File: src/rtl/axil_dec_pkg.sv
package axil_dec_pkg;
  localparam logic [1:0] RESP_DECERR = 2'b11;
  localparam logic [1:0] RESP_OKAY   = 2'b00;
  localparam int POL_RD_BIT = 0;
  localparam int POL_WR_BIT = 1;
endpackage

File: src/rtl/axil_map_lookup.sv
module axil_map_lookup #(
  parameter int ADDR_W  = 16,
  parameter int N_SLV   = 4,
  parameter int N_REG   = 4,
  parameter int SEL_W   = 2,
  parameter int ERR_IDX = 0,
  parameter int DIR_BIT = 0,
  parameter logic [N_REG*ADDR_W-1:0] REG_BASE  = '0,
  parameter logic [N_REG*ADDR_W-1:0] REG_BOUND = '0,
  parameter logic [N_REG*8-1:0]      REG_TGT   = '0,
  parameter logic [N_SLV*2-1:0]      SLV_POL   = '0
) (
  input  logic [ADDR_W-1:0] addr,
  output logic [SEL_W-1:0]  sel
);
  logic [N_REG-1:0] hit;

  generate
    for (genvar g = 0; g < N_REG; g++) begin : g_reg
      logic [ADDR_W-1:0] lo_w, hi_w;
      assign lo_w   = REG_BASE[g*ADDR_W +: ADDR_W];
      assign hi_w   = REG_BOUND[g*ADDR_W +: ADDR_W];
      assign hit[g] = !(addr < lo_w) && (addr < hi_w);
    end
  endgenerate

  logic [7:0] tgt;
  logic       any_hit;
  logic       allowed;

  always_comb begin
    tgt     = '0;
    any_hit = 1'b0;
    for (int i = N_REG - 1; i >= 0; i--) begin
      if (hit[i]) begin
        tgt     = REG_TGT[i*8 +: 8];
        any_hit = 1'b1;
      end
    end
    allowed = 1'b0;
    for (int s = 0; s < N_SLV; s++) begin
      if (int'(tgt) == s) allowed = SLV_POL[s*2 + DIR_BIT];
    end
    sel = SEL_W'(ERR_IDX);
    if (any_hit && allowed) sel = tgt[SEL_W-1:0];
  end
endmodule

File: src/rtl/axil_err_rd_target.sv
module axil_err_rd_target
  import axil_dec_pkg::*;
#(
  parameter int DATA_W = 32
) (
  input  logic              clk,
  input  logic              rst,
  input  logic              ar_valid,
  input  logic              route_err,
  output logic              ar_ready,
  output logic              r_valid,
  output logic [DATA_W-1:0] r_data,
  output logic [1:0]        r_resp,
  input  logic              r_ready
);
  assign ar_ready = route_err && !r_valid;

  always_ff @(posedge clk) begin
    if (rst) begin
      r_valid <= 1'b0;
      r_resp  <= RESP_OKAY;
    end else if (ar_valid && ar_ready) begin
      r_valid <= 1'b1;
      r_resp  <= RESP_DECERR;
    end else if (r_valid && r_ready) begin
      r_valid <= 1'b0;
      r_resp  <= RESP_OKAY;
    end
  end

  assign r_data = '0;
endmodule

File: src/rtl/axil_err_wr_target.sv
module axil_err_wr_target
  import axil_dec_pkg::*;
(
  input  logic       clk,
  input  logic       rst,
  input  logic       aw_valid,
  input  logic       route_err,
  output logic       aw_ready,
  input  logic       w_valid,
  output logic       w_ready,
  output logic       b_valid,
  output logic [1:0] b_resp,
  input  logic       b_ready
);
  logic aw_taken, w_taken;
  logic aw_have, w_have;

  assign aw_ready = route_err && !aw_taken && !b_valid;
  assign w_ready  = !w_taken && !b_valid;
  assign aw_have  = aw_taken || (aw_valid && aw_ready);
  assign w_have   = w_taken  || (w_valid && w_ready);

  always_ff @(posedge clk) begin
    if (rst) begin
      aw_taken <= 1'b0;
      w_taken  <= 1'b0;
      b_valid  <= 1'b0;
      b_resp   <= RESP_OKAY;
    end else if (aw_have && w_have) begin
      aw_taken <= 1'b0;
      w_taken  <= 1'b0;
      b_valid  <= 1'b1;
      b_resp   <= RESP_DECERR;
    end else begin
      aw_taken <= aw_have;
      w_taken  <= w_have;
      if (b_valid && b_ready) begin
        b_valid <= 1'b0;
        b_resp  <= RESP_OKAY;
      end
    end
  end
endmodule

File: src/rtl/axil_addr_router.sv
module axil_addr_router
  import axil_dec_pkg::*;
#(
  parameter int ADDR_W  = 16,
  parameter int DATA_W  = 32,
  parameter int N_SLV   = 4,
  parameter int N_REG   = 4,
  parameter int SEL_W   = (N_SLV > 1) ? $clog2(N_SLV) : 1,
  parameter int ERR_IDX = 0,
  parameter logic [N_REG*ADDR_W-1:0] REG_BASE  = {16'h2000, 16'h8000, 16'h1000, 16'h0000},
  parameter logic [N_REG*ADDR_W-1:0] REG_BOUND = {16'h3000, 16'h9000, 16'h2000, 16'h1000},
  parameter logic [N_REG*8-1:0]      REG_TGT   = {8'd3, 8'd1, 8'd2, 8'd1},
  parameter logic [N_SLV*2-1:0]      SLV_POL   = {2'b10, 2'b01, 2'b11, 2'b00}
) (
  input  logic              clk,
  input  logic              rst,
  input  logic              ar_valid,
  input  logic [ADDR_W-1:0] ar_addr,
  output logic              ar_ready,
  output logic [SEL_W-1:0]  rd_sel,
  input  logic              aw_valid,
  input  logic [ADDR_W-1:0] aw_addr,
  output logic              aw_ready,
  output logic [SEL_W-1:0]  wr_sel,
  input  logic              ew_valid,
  output logic              ew_ready,
  output logic              b_valid,
  output logic [1:0]        b_resp,
  input  logic              b_ready,
  output logic              r_valid,
  output logic [DATA_W-1:0] r_data,
  output logic [1:0]        r_resp,
  input  logic              r_ready
);
  localparam logic [SEL_W-1:0] ERR_SEL = SEL_W'(ERR_IDX);

  logic [SEL_W-1:0] rd_dec, wr_dec;

  axil_map_lookup #(
    .ADDR_W(ADDR_W), .N_SLV(N_SLV), .N_REG(N_REG), .SEL_W(SEL_W),
    .ERR_IDX(ERR_IDX), .DIR_BIT(POL_RD_BIT),
    .REG_BASE(REG_BASE), .REG_BOUND(REG_BOUND), .REG_TGT(REG_TGT), .SLV_POL(SLV_POL)
  ) u_rd_map (.addr(ar_addr), .sel(rd_dec));

  axil_map_lookup #(
    .ADDR_W(ADDR_W), .N_SLV(N_SLV), .N_REG(N_REG), .SEL_W(SEL_W),
    .ERR_IDX(ERR_IDX), .DIR_BIT(POL_WR_BIT),
    .REG_BASE(REG_BASE), .REG_BOUND(REG_BOUND), .REG_TGT(REG_TGT), .SLV_POL(SLV_POL)
  ) u_wr_map (.addr(aw_addr), .sel(wr_dec));

  always_ff @(posedge clk) begin
    if (rst) begin
      rd_sel <= ERR_SEL;
      wr_sel <= ERR_SEL;
    end else begin
      rd_sel <= rd_dec;
      wr_sel <= wr_dec;
    end
  end

  axil_err_rd_target #(.DATA_W(DATA_W)) u_err_rd (
    .clk(clk), .rst(rst), .ar_valid(ar_valid), .route_err(rd_dec == ERR_SEL),
    .ar_ready(ar_ready), .r_valid(r_valid), .r_data(r_data), .r_resp(r_resp),
    .r_ready(r_ready)
  );

  axil_err_wr_target u_err_wr (
    .clk(clk), .rst(rst), .aw_valid(aw_valid), .route_err(wr_dec == ERR_SEL),
    .aw_ready(aw_ready), .w_valid(ew_valid), .w_ready(ew_ready),
    .b_valid(b_valid), .b_resp(b_resp), .b_ready(b_ready)
  );
endmodule

File: config.mk
export PLATFORM = sky130hd
export DESIGN_NAME = axil_addr_router
export DESIGN_NICKNAME = d
export VERILOG_FILES = /design/src/rtl/axil_dec_pkg.sv /design/src/rtl/axil_map_lookup.sv /design/src/rtl/axil_err_rd_target.sv /design/src/rtl/axil_err_wr_target.sv /design/src/rtl/axil_addr_router.sv
export SDC_FILE = /design/constraint.sdc
export NUM_CORES = 1
export LEC_CHECK = 0
export BUFFER_PORTS_ARGS = -buffer_cell sky130_fd_sc_hd__buf_2
export CAP_MARGIN = 20
export CORE_MARGIN = 2
export CORE_UTILIZATION = 26
export DETAILED_ROUTE_END_ITERATION = 6
export GPL_ROUTABILITY_DRIVEN = 0
export GPL_TIMING_DRIVEN = 0
export PLACE_DENSITY_LB_ADDON = 0.05
export SLEW_MARGIN = 20
export SYNTH_ARGS = -nofsm -noshare
export SYNTH_HDL_FRONTEND = slang
export SYNTH_SLANG_ARGS = --single-unit
File: constraint.sdc
create_clock -name clk -period 1 [get_ports clk]
set_input_delay 0.2 -clock clk [delete_from_list [all_inputs] [get_ports clk]]
set_output_delay 0.2 -clock clk [all_outputs]
set_load 0.01 [all_outputs]
; Word-level counts from Yosys, hierarchy flattened
; Index checks and enable logic that the tools add are counted.
[classes]
order_cmp = 12
eq_ne = 6
mux = 32
reduce_logical = 39
[ops]
columns = operator, n
row1 = "less-than comparator 16 x 14 -> 1 bit, second input constant", 4
row2 = "less-than comparator 16 bit, second input constant", 4
row3 = "less-than comparator 16 x 1 -> 1 bit, second input constant", 2
row4 = "less-than comparator 16 x 13 -> 1 bit, second input constant", 2
row5 = 2-to-1 mux 2 bit, 14
row6 = logical AND 1 bit, 20
row7 = 2-to-1 mux 1 bit, 18
row8 = logical NOT 1 bit, 12
row9 = "equality test 2 bit, second input constant", 4
row10 = "equality test 2 x 1 -> 1 bit, second input constant", 2
row11 = logical NOT 2 bit, 2
row12 = nonzero test 2 bit, 2
row13 = logical OR 1 bit, 2
row14 = OR reduction 2 bit, 1
[totals]
ff_bits = 12
inputBits = 39
out_inout_bits = 45

; Depth between registers and ports, before layout
; Gate-level depths: netlist (run 1).
[logic_depth]
ltp_word = 20
ltp_mapped = 3

; Hierarchy
; From an unflattened synthesis (run 1), not the netlist that was laid out.
[unflattened]
hier_cells = 68
area_unflattened_um2 = 594.3
[by_module_without_submodules]
columns = mod, instances, cells_each, area_per_inst_um2
row1 = axil_err_rd_target, 1, 40, 306.5
row2 = axil_err_wr_target, 1, 14, 130.1
row3 = axil_addr_router, 1, 10, 115.1
row4 = axil_map_lookup at u_wr_map, 1, 2, 22.5
row5 = axil_map_lookup at u_rd_map, 1, 2, 20.0

; Worst setup path before layout (run 1)
; OpenSTA, ideal clock, no wires.
[synth_timing]
kind = flip-flop to flip-flop
from = register u_err_wr.b_resp[0] (netlist name)
to = register u_err_wr.b_resp[0]
setup_ns = 0.128
t_arrival_ns = 0.864
t_required_ns = 0.872
path_slack_ns = 0.008
stages_incl_launch_ff = 4
path_buffers = 0
path_cell_list = dfxtp_1 > nor2b_1 > a221oi_1 > a211oi_1
[synth_lines]
columns = element, line
row1 = "end signal, assigned", axil_err_wr_target.sv:28  ; b_resp <= RESP_OKAY;
row2 = "end signal, assigned", axil_err_wr_target.sv:33  ; b_resp <= RESP_DECERR;
row3 = "end signal, assigned", axil_err_wr_target.sv:39  ; b_resp <= RESP_OKAY;
row4 = "end, declared", axil_err_wr_target.sv:12  ; output logic [1:0] b_resp,

==> results of run 1 <==
-- flip-flops by register name, indices dropped and copies added (netlist names) --
| name | flops |
|---|---|
| u_err_wr.b_resp | 1 |
| rd_sel | 2 |
| u_err_rd.r_resp | 1 |
| u_err_wr.w_taken | 1 |
| wr_sel | 2 |
| u_err_wr.aw_taken | 1 |
-- path summary, 6_finish.rpt --
path / startpoint / to / slack (ps)
worst max-delay path: u_err_wr.b_resp[0] / aw_ready / -130
worst min-delay path: ar_addr[13] / rd_sel[0] / 130
worst max register to register: u_err_wr.b_resp[0] / u_err_wr.b_resp[0] / 10
worst min register to register: u_err_wr.w_taken / u_err_wr.w_taken / 570
-- metal layers --
layer | part of all wire [%] | vias to the layer above | track usage, %
met1 | 37 | 203 | 9.51
li1 | - | 290 | -
met3 | 10 | 2 | 0.862
met5 | 0 | - | 0
met4 | 1.0 | 0 | 7.89
met2 | 51 | 34 | 14.7
-- where the power goes --
| group | leakage (nW) | internal (W) | total, W | switching [W] |
|---|---|---|---|---|
| Sequential | 0.0668 | 0.000336 | 0.000352 | 0.0000162 |
| Combinational | 0.501 | 0.000210 | 0.000374 | 0.000164 |
| Clock | 0.0138 | 0.000137 | 0.000245 | 0.000108 |
| Total | 0.581 | 0.000683 | 0.000971 | 0.000288 |
-- logic make-up (layout without fill, tap and decap cells) --
logic type	after synthesis	after routing
buf+inv	39	72
simple gates	14	14
compound gates	8	8
flops	8	8
other cells	1	32
-- per-stage QoR --
stage | hold WS [ps] | total power, W | setup slack (ps) | util (%)
3_5_place_dp | 388 | 0.000675 | -89.6 | 40.4
4_1_cts | 115 | 0.000969 | -158 | 44.2
3_3_place_gp | 384 | 0.000676 | -79.8 | 40.4
2_1_floorplan | 270 | 0.000594 | 7.62 | -
6_report | 125 | 0.000971 | -134 | 44.8
5_1_grt | 116 | 0.00104 | -207 | 44.8
-- placed cells by master, fill, tap and decap left out --
cell type,instances
a211oi_1,1
or3_1,1
conb_1,32
a21oi_1,2
clkbuf_4,3
dfxtp_1,6
nand2_1,3
a21oi_2,2
buf_2,23
and4b_1,1
dfxtp_4,2
nor3b_1,3
buf_6,6
a221oi_1,1
inv_1,2
inv_2,1
buf_4,37
nor2b_4,1
nor4_1,1
a211o_1,1
nor3b_2,1
a31o_1,1
nor2_1,3
-- timing repair --
| item | CTS | global route |
|---|---|---|
| endpoints found under the setup margin | 10 | 10 |
| gates resized for setup | 13 | 1 |
| gates cloned | 0 | 0 |
| pin swaps | 0 | 2 |
| setup buffers | 2 | 1 |
-- synthesized netlist by cell type --
cell type / n / area, µm²
or3_1: 1 / 6.26
inv_1: 3 / 11.3
a211o_1: 1 / 8.76
nor3b_2: 1 / 12.5
buf_4: 36 / 270
dfxtp_1: 8 / 160
nand2_1: 3 / 11.3
nor4_1: 1 / 6.26
a21oi_2: 1 / 8.76
nor2_1: 3 / 11.3
a221oi_1: 1 / 8.76
a21oi_1: 3 / 15.0
conb_1: 1 / 3.75
a31o_1: 1 / 8.76
nor2b_1: 1 / 6.26
a211oi_1: 1 / 7.51
nor3b_1: 3 / 22.5
and4b_1: 1 / 10.0
-- final cells by class --
type | count | area (µm²)
Clock buffer | 3 | 22.5
Buffer | 36 | 278
Inverter | 3 | 11.3
Sequential cell | 8 | 168
Fill cell | 224 | 1200
Timing Repair Buffer | 30 | 183
Tap cell | 28 | 35.0
Multi-Input combinational cell | 54 | 275
==> impl_results.md, run 1 <==
- Status: finished, violations left
- Failing checks: negative setup slack
- Seq/Total Area, Yosys: 27.2%
- Netlist cell types: 18
- Critical path depth: 4
- I/O pins: 84
- Synth Cell Area: 589 µm²
- Critical path's largest stage delay: 360 ps
- Die extent in x: 51.6 µm
- Initial Util: 27.2%
- Critical-path top delay cell: dfxtp_4
- Final Hold Vio Count: 0
- Clock buffer depth: 2
- Xor/xnor cell area share of the yosys netlist: 0%
- Fin crit period: about 1100 ps
- Worst IR drop on VDD: between 0.0004 and 0.0005 V
- CP max FO: 6
- Critical path endpoint category: primary output
- Main combinational cell family by area after synthesis: buffers and inverters
- Fin nets: 175
- Register-to-Register Path Depth: 4
- DR vias: approximately 530
- Total grt overflow: 0
- Layout Skew: 0.0391 ps
- CTS tree: done
- Pwr Density: 999 mW/mm²
- Fmax achieved: 0.882 GHz
- Placed cells: 156
- CP top delay family: flip-flops
- DRT Pass-1 Iters: 4
- Share of layout cells above drive strength 1: 56.7%
- RSZ-0062 raised after global routing: yes
- LEAKAGE: 0.581 nW
- Hold_buf cts: 0
- Drt total wl: 1.17 mm
- Multiplexer share of the synthesized area: 0%
- Design Area, Final: about 1000 µm²
- Synth Area in Simple Gates: 14.6%
- First-pass GRT wire length: 1.69 mm
- Yosys Warn Count: 0
- Crit path cell chain: inv_2 -> nand2_1 -> nor2_1 -> buf_2
- Total CTS buffers: 3
- Hold path depth: 2
- ANT nets after route: 0
- Period Utilization, post-route: 113%
- Adder-cell area share of the yosys netlist: 0%
- Largest net degree at the start of global routing: 8
- Tot GR Track Use: 8.71%
- #FFs+latches synth: 8
- Final non-filler cell total: approximately 160
- Dpl hpwl: 933 µm
- Crit path launch type: flop
- Worst-path clk slew: about 50 ps
- Synth-to-Final Area Change: 65.0%
- Gate Count Post-Synth: 70
- Min-delay worst type: in -> reg
- Residual DRC: 0
- CTS root buf: clkbuf_4
- Depth of the CTS H-tree: 1
- CP arrival: between 900 and 1000 ps
- TritonCTS Sinks: 8
- Vias in the first global route: 430
- Die Y: 51.6 µm
- Core area: approximately 0.0022 mm²
- CP Class: reg -> out
- Final setup fails: 7
- Clock Latency Late Sink: 250 ps
- Diode count: 0
- DP Area: 876 µm²
- Buffers and inverters on the worst path: 2
- PnR worst setup slack: -134 ps
- Drt first-iter violations: 1
- Post-Syn Area per Cell: 8.42 µm²
- Initial antenna violation count: 0
- # rows: 17
- Max Cap Viol: 0
- Port bufs: 27
- Fin Setup TNS: -385 ps
- Post-synthesis compound-gate area fraction: under 10%
- Max-slew violation count: 0
- CP required: roughly 800 ps
- Die area: 0.00266 mm²
- Drt wl/cell: roughly 7.2 µm
- Average via count per standard cell: about 3.3
(Power assumes the default switching activity.)
==> inputs of run 2 (changes only) <==
--- a/config.mk
+++ b/config.mk
@@ -12,7 +12,8 @@
 export DETAILED_ROUTE_END_ITERATION = 6
 export GPL_ROUTABILITY_DRIVEN = 0
 export GPL_TIMING_DRIVEN = 0
-export PLACE_DENSITY_LB_ADDON = 0.05
+export PLACE_DENSITY = 0.74
+export SKIP_CTS_REPAIR_TIMING = 1
 export SLEW_MARGIN = 20
 export SYNTH_ARGS = -nofsm -noshare
 export SYNTH_HDL_FRONTEND = slang
==> run 2 against run 1 <==
Net effect:
- the run still ends with negative setup slack left
- utilization shrank 1.4 points
- global-route usage shrank 0.85 points
- sequential share of layout area grew 0.55 points
- register-to-register slack gained 70 ps
- sequential cell count is the same
- power shrank 3.3%
- cell count shrank 1.9%
- design area shrank 3.1%
- count of clock-buffer cells in the layout is the same
- critical path depth is the same
- first-iteration DRC count grew to 7.0 times the previous value
==> impl_results.md, run 2 (synthesis gave the netlist of run 1 again) <==
- Share of layout cells above drive strength 1: 55.0% (-1.8 points)
- CP arrival: 950 ps (+20 ps)
- RSZ-0062 raised after global routing: yes
- DR vias: 559 (+5.7%)
- Core area: 0.00217 mm² (unchanged)
- Diode count: 0 (unchanged)
- Crit path launch type: flop
- Total grt overflow: 0 (unchanged)
- Clock buffer depth: 2 (unchanged)
- Min-delay worst type: in -> reg
- CTS root buf: clkbuf_4
- Total CTS buffers: 3 (unchanged)
- Critical-path top delay cell: dfxtp_4
- Average via count per standard cell: 3.52 (+7.7%)
- Buffers and inverters on the worst path: 2 (unchanged)
- Tot GR Track Use: 7.85% (-0.85 points)
- Switching Fraction: 29.1% (-0.53 points)
- Period Utilization, post-route: 115% (+2.0 points)
- Final setup fails: 7 (unchanged)
- # rows: 17 (unchanged)
- LEAKAGE: 0.561 nW (-3.5%)
- Pre-CTS WS: -104 ps (-14.9 ps)
- Fin Setup TNS: -434 ps (-49.0 ps)
- Max-slew violation count: 0 (unchanged)
- Critical path endpoint category: primary output
- CTS tree: done
- Fin crit period: 1150 ps (+20.3 ps)
- Initial Util: 27.2% (unchanged)
- Clk network pwr share: 24.7% (-0.5 points)
- Clock Latency Late Sink: 240 ps (about the same)
- TritonCTS Sinks: 8 (unchanged)
- CP Class: reg -> out
- Most common cell after layout, fill and taps aside: buf_4
- Share of power burned in registers: 37.9% (+1.6 points)
- Pwr Density: 996 mW/mm² (-0.23%)
- Dpl hpwl: 1.01 mm (+8.4%)
- Layout Skew: 0.0395 ps (+0.000333 ps)
- Vias in the first global route: 446 (+3.7%)
- Biggest regs: rd_sel: 2 flops, wr_sel: 2 flops
- Combinational power share: 37.4% (-1.1 points)
- Failing checks: negative setup slack
- Final Hold Vio Count: 0 (unchanged)
- Initial antenna violation count: 0 (unchanged)
- Drt total wl: 1.20 mm (+2.7%)
- Status: finished, violations left
- Residual DRC: 0 (unchanged)
- Die extent in x: 51.6 µm (unchanged)
- Drt first-iter violations: 7 (+6)
- Net Switching: 0.000273 W (-5.0%)
- Synth-to-Final Area Change: 59.9%
- CP max FO: 8 (+2)
- Fmax achieved: 0.866 GHz (-1.8%)
- Port bufs: 27 (unchanged)
- Die Y: 51.6 µm (unchanged)
- Fin nets: 172 (-1.7%)
- PnR worst setup slack: -154 ps (-20.3 ps)
- Die area: 0.00266 mm² (unchanged)
- Drt wl/cell: 7.57 µm (+4.7%)
- CP top delay family: flip-flops
- Largest net degree at the start of global routing: 9 (+1)
- Worst IR drop on VDD: 0.000429 V (+3.9%)
- Hold WS: 130 ps (+5.27 ps)
- Commonest non-fill, non-tap cells in the layout: 34 x buf_4, 32 x conb_1, 23 x buf_2
- Max Cap Viol: 0 (unchanged)
- Worst-path clk slew: 50 ps (about the same)
- Pint: 0.000666 W (-2.6%)
- Critical path's largest stage delay: 370 ps (about the same)
- ANT nets after route: 0 (unchanged)
- I/O pins: 84 (unchanged)
- Depth of the CTS H-tree: 1 (unchanged)
- Crit path cell chain: inv_2 -> nand2_1 -> nor2_1 -> buf_2
- First-pass GRT wire length: 1.52 mm (-10%)
- CP required: 800 ps (about the same)
- DRT Pass-1 Iters: 4 (unchanged)
## run 2: power by group through the flow
| stage | clock network (W) | registers, W | logic, W |
|---|---|---|---|
| floorplan | 0 | 0.000362 | 0.000233 |
| global placement | 0 | 0.000358 | 0.000314 |
| detailed placement | 0 | 0.000359 | 0.000318 |
| CTS | 0.000245 | 0.000352 | 0.000320 |
| finish | 0.000232 | 0.000356 | 0.000351 |
| global route | 0.000269 | 0.000358 | 0.000381 |
## run 2: worst register-to-register path: stages, from the launching register on
cell and delay (ps):
dfxtp_4 380, nor2b_1 70, a221oi_1 270, a211oi_1 80
## run 2: final cells by class
class | instances | area, µm²
buffer | 36 | 278
clock buffer | 3 | 22.5
fill | 228 | 1230
inverter | 3 | 11.3
multi-input combinational | 54 | 268
sequential | 8 | 168
tap | 28 | 35.0
timing repair buffer | 27 | 160
## run 2: stage by stage
step | util, % | cells | total power (W) | cell area (µm²)
after floorplan | - | 101 | 0.000594 | 706
final | 43.4 | 159 | 0.000939 | 942
after global routing | 43.4 | 159 | 0.00101 | 942
after global placement | 40.4 | 156 | 0.000671 | 876
after CTS | 41.4 | 159 | 0.000917 | 898
after detailed placement | 40.4 | 156 | 0.000677 | 876
## run 2: per-layer routing
layer	wire, µm	GRT usage (%)	up-vias
met5	0	0	-
met1	389	6.33	229
met2	654	13.9	40
li1	-	-	286
met3	135	2.59	4
met4	24	8.77	0
## run 2: path summary, 6_finish.rpt
check                                   startpoint                 end  slack [ps]  cells past startpoint
worst max-delay path            u_err_wr.b_resp[0]            aw_ready        -150                      4
worst max register to register  u_err_wr.b_resp[0]  u_err_wr.b_resp[0]          80                      3
worst min register to register  u_err_wr.b_resp[0]  u_err_wr.b_resp[0]         540                      2
worst min-delay path                   ar_addr[13]           rd_sel[0]         130                      2
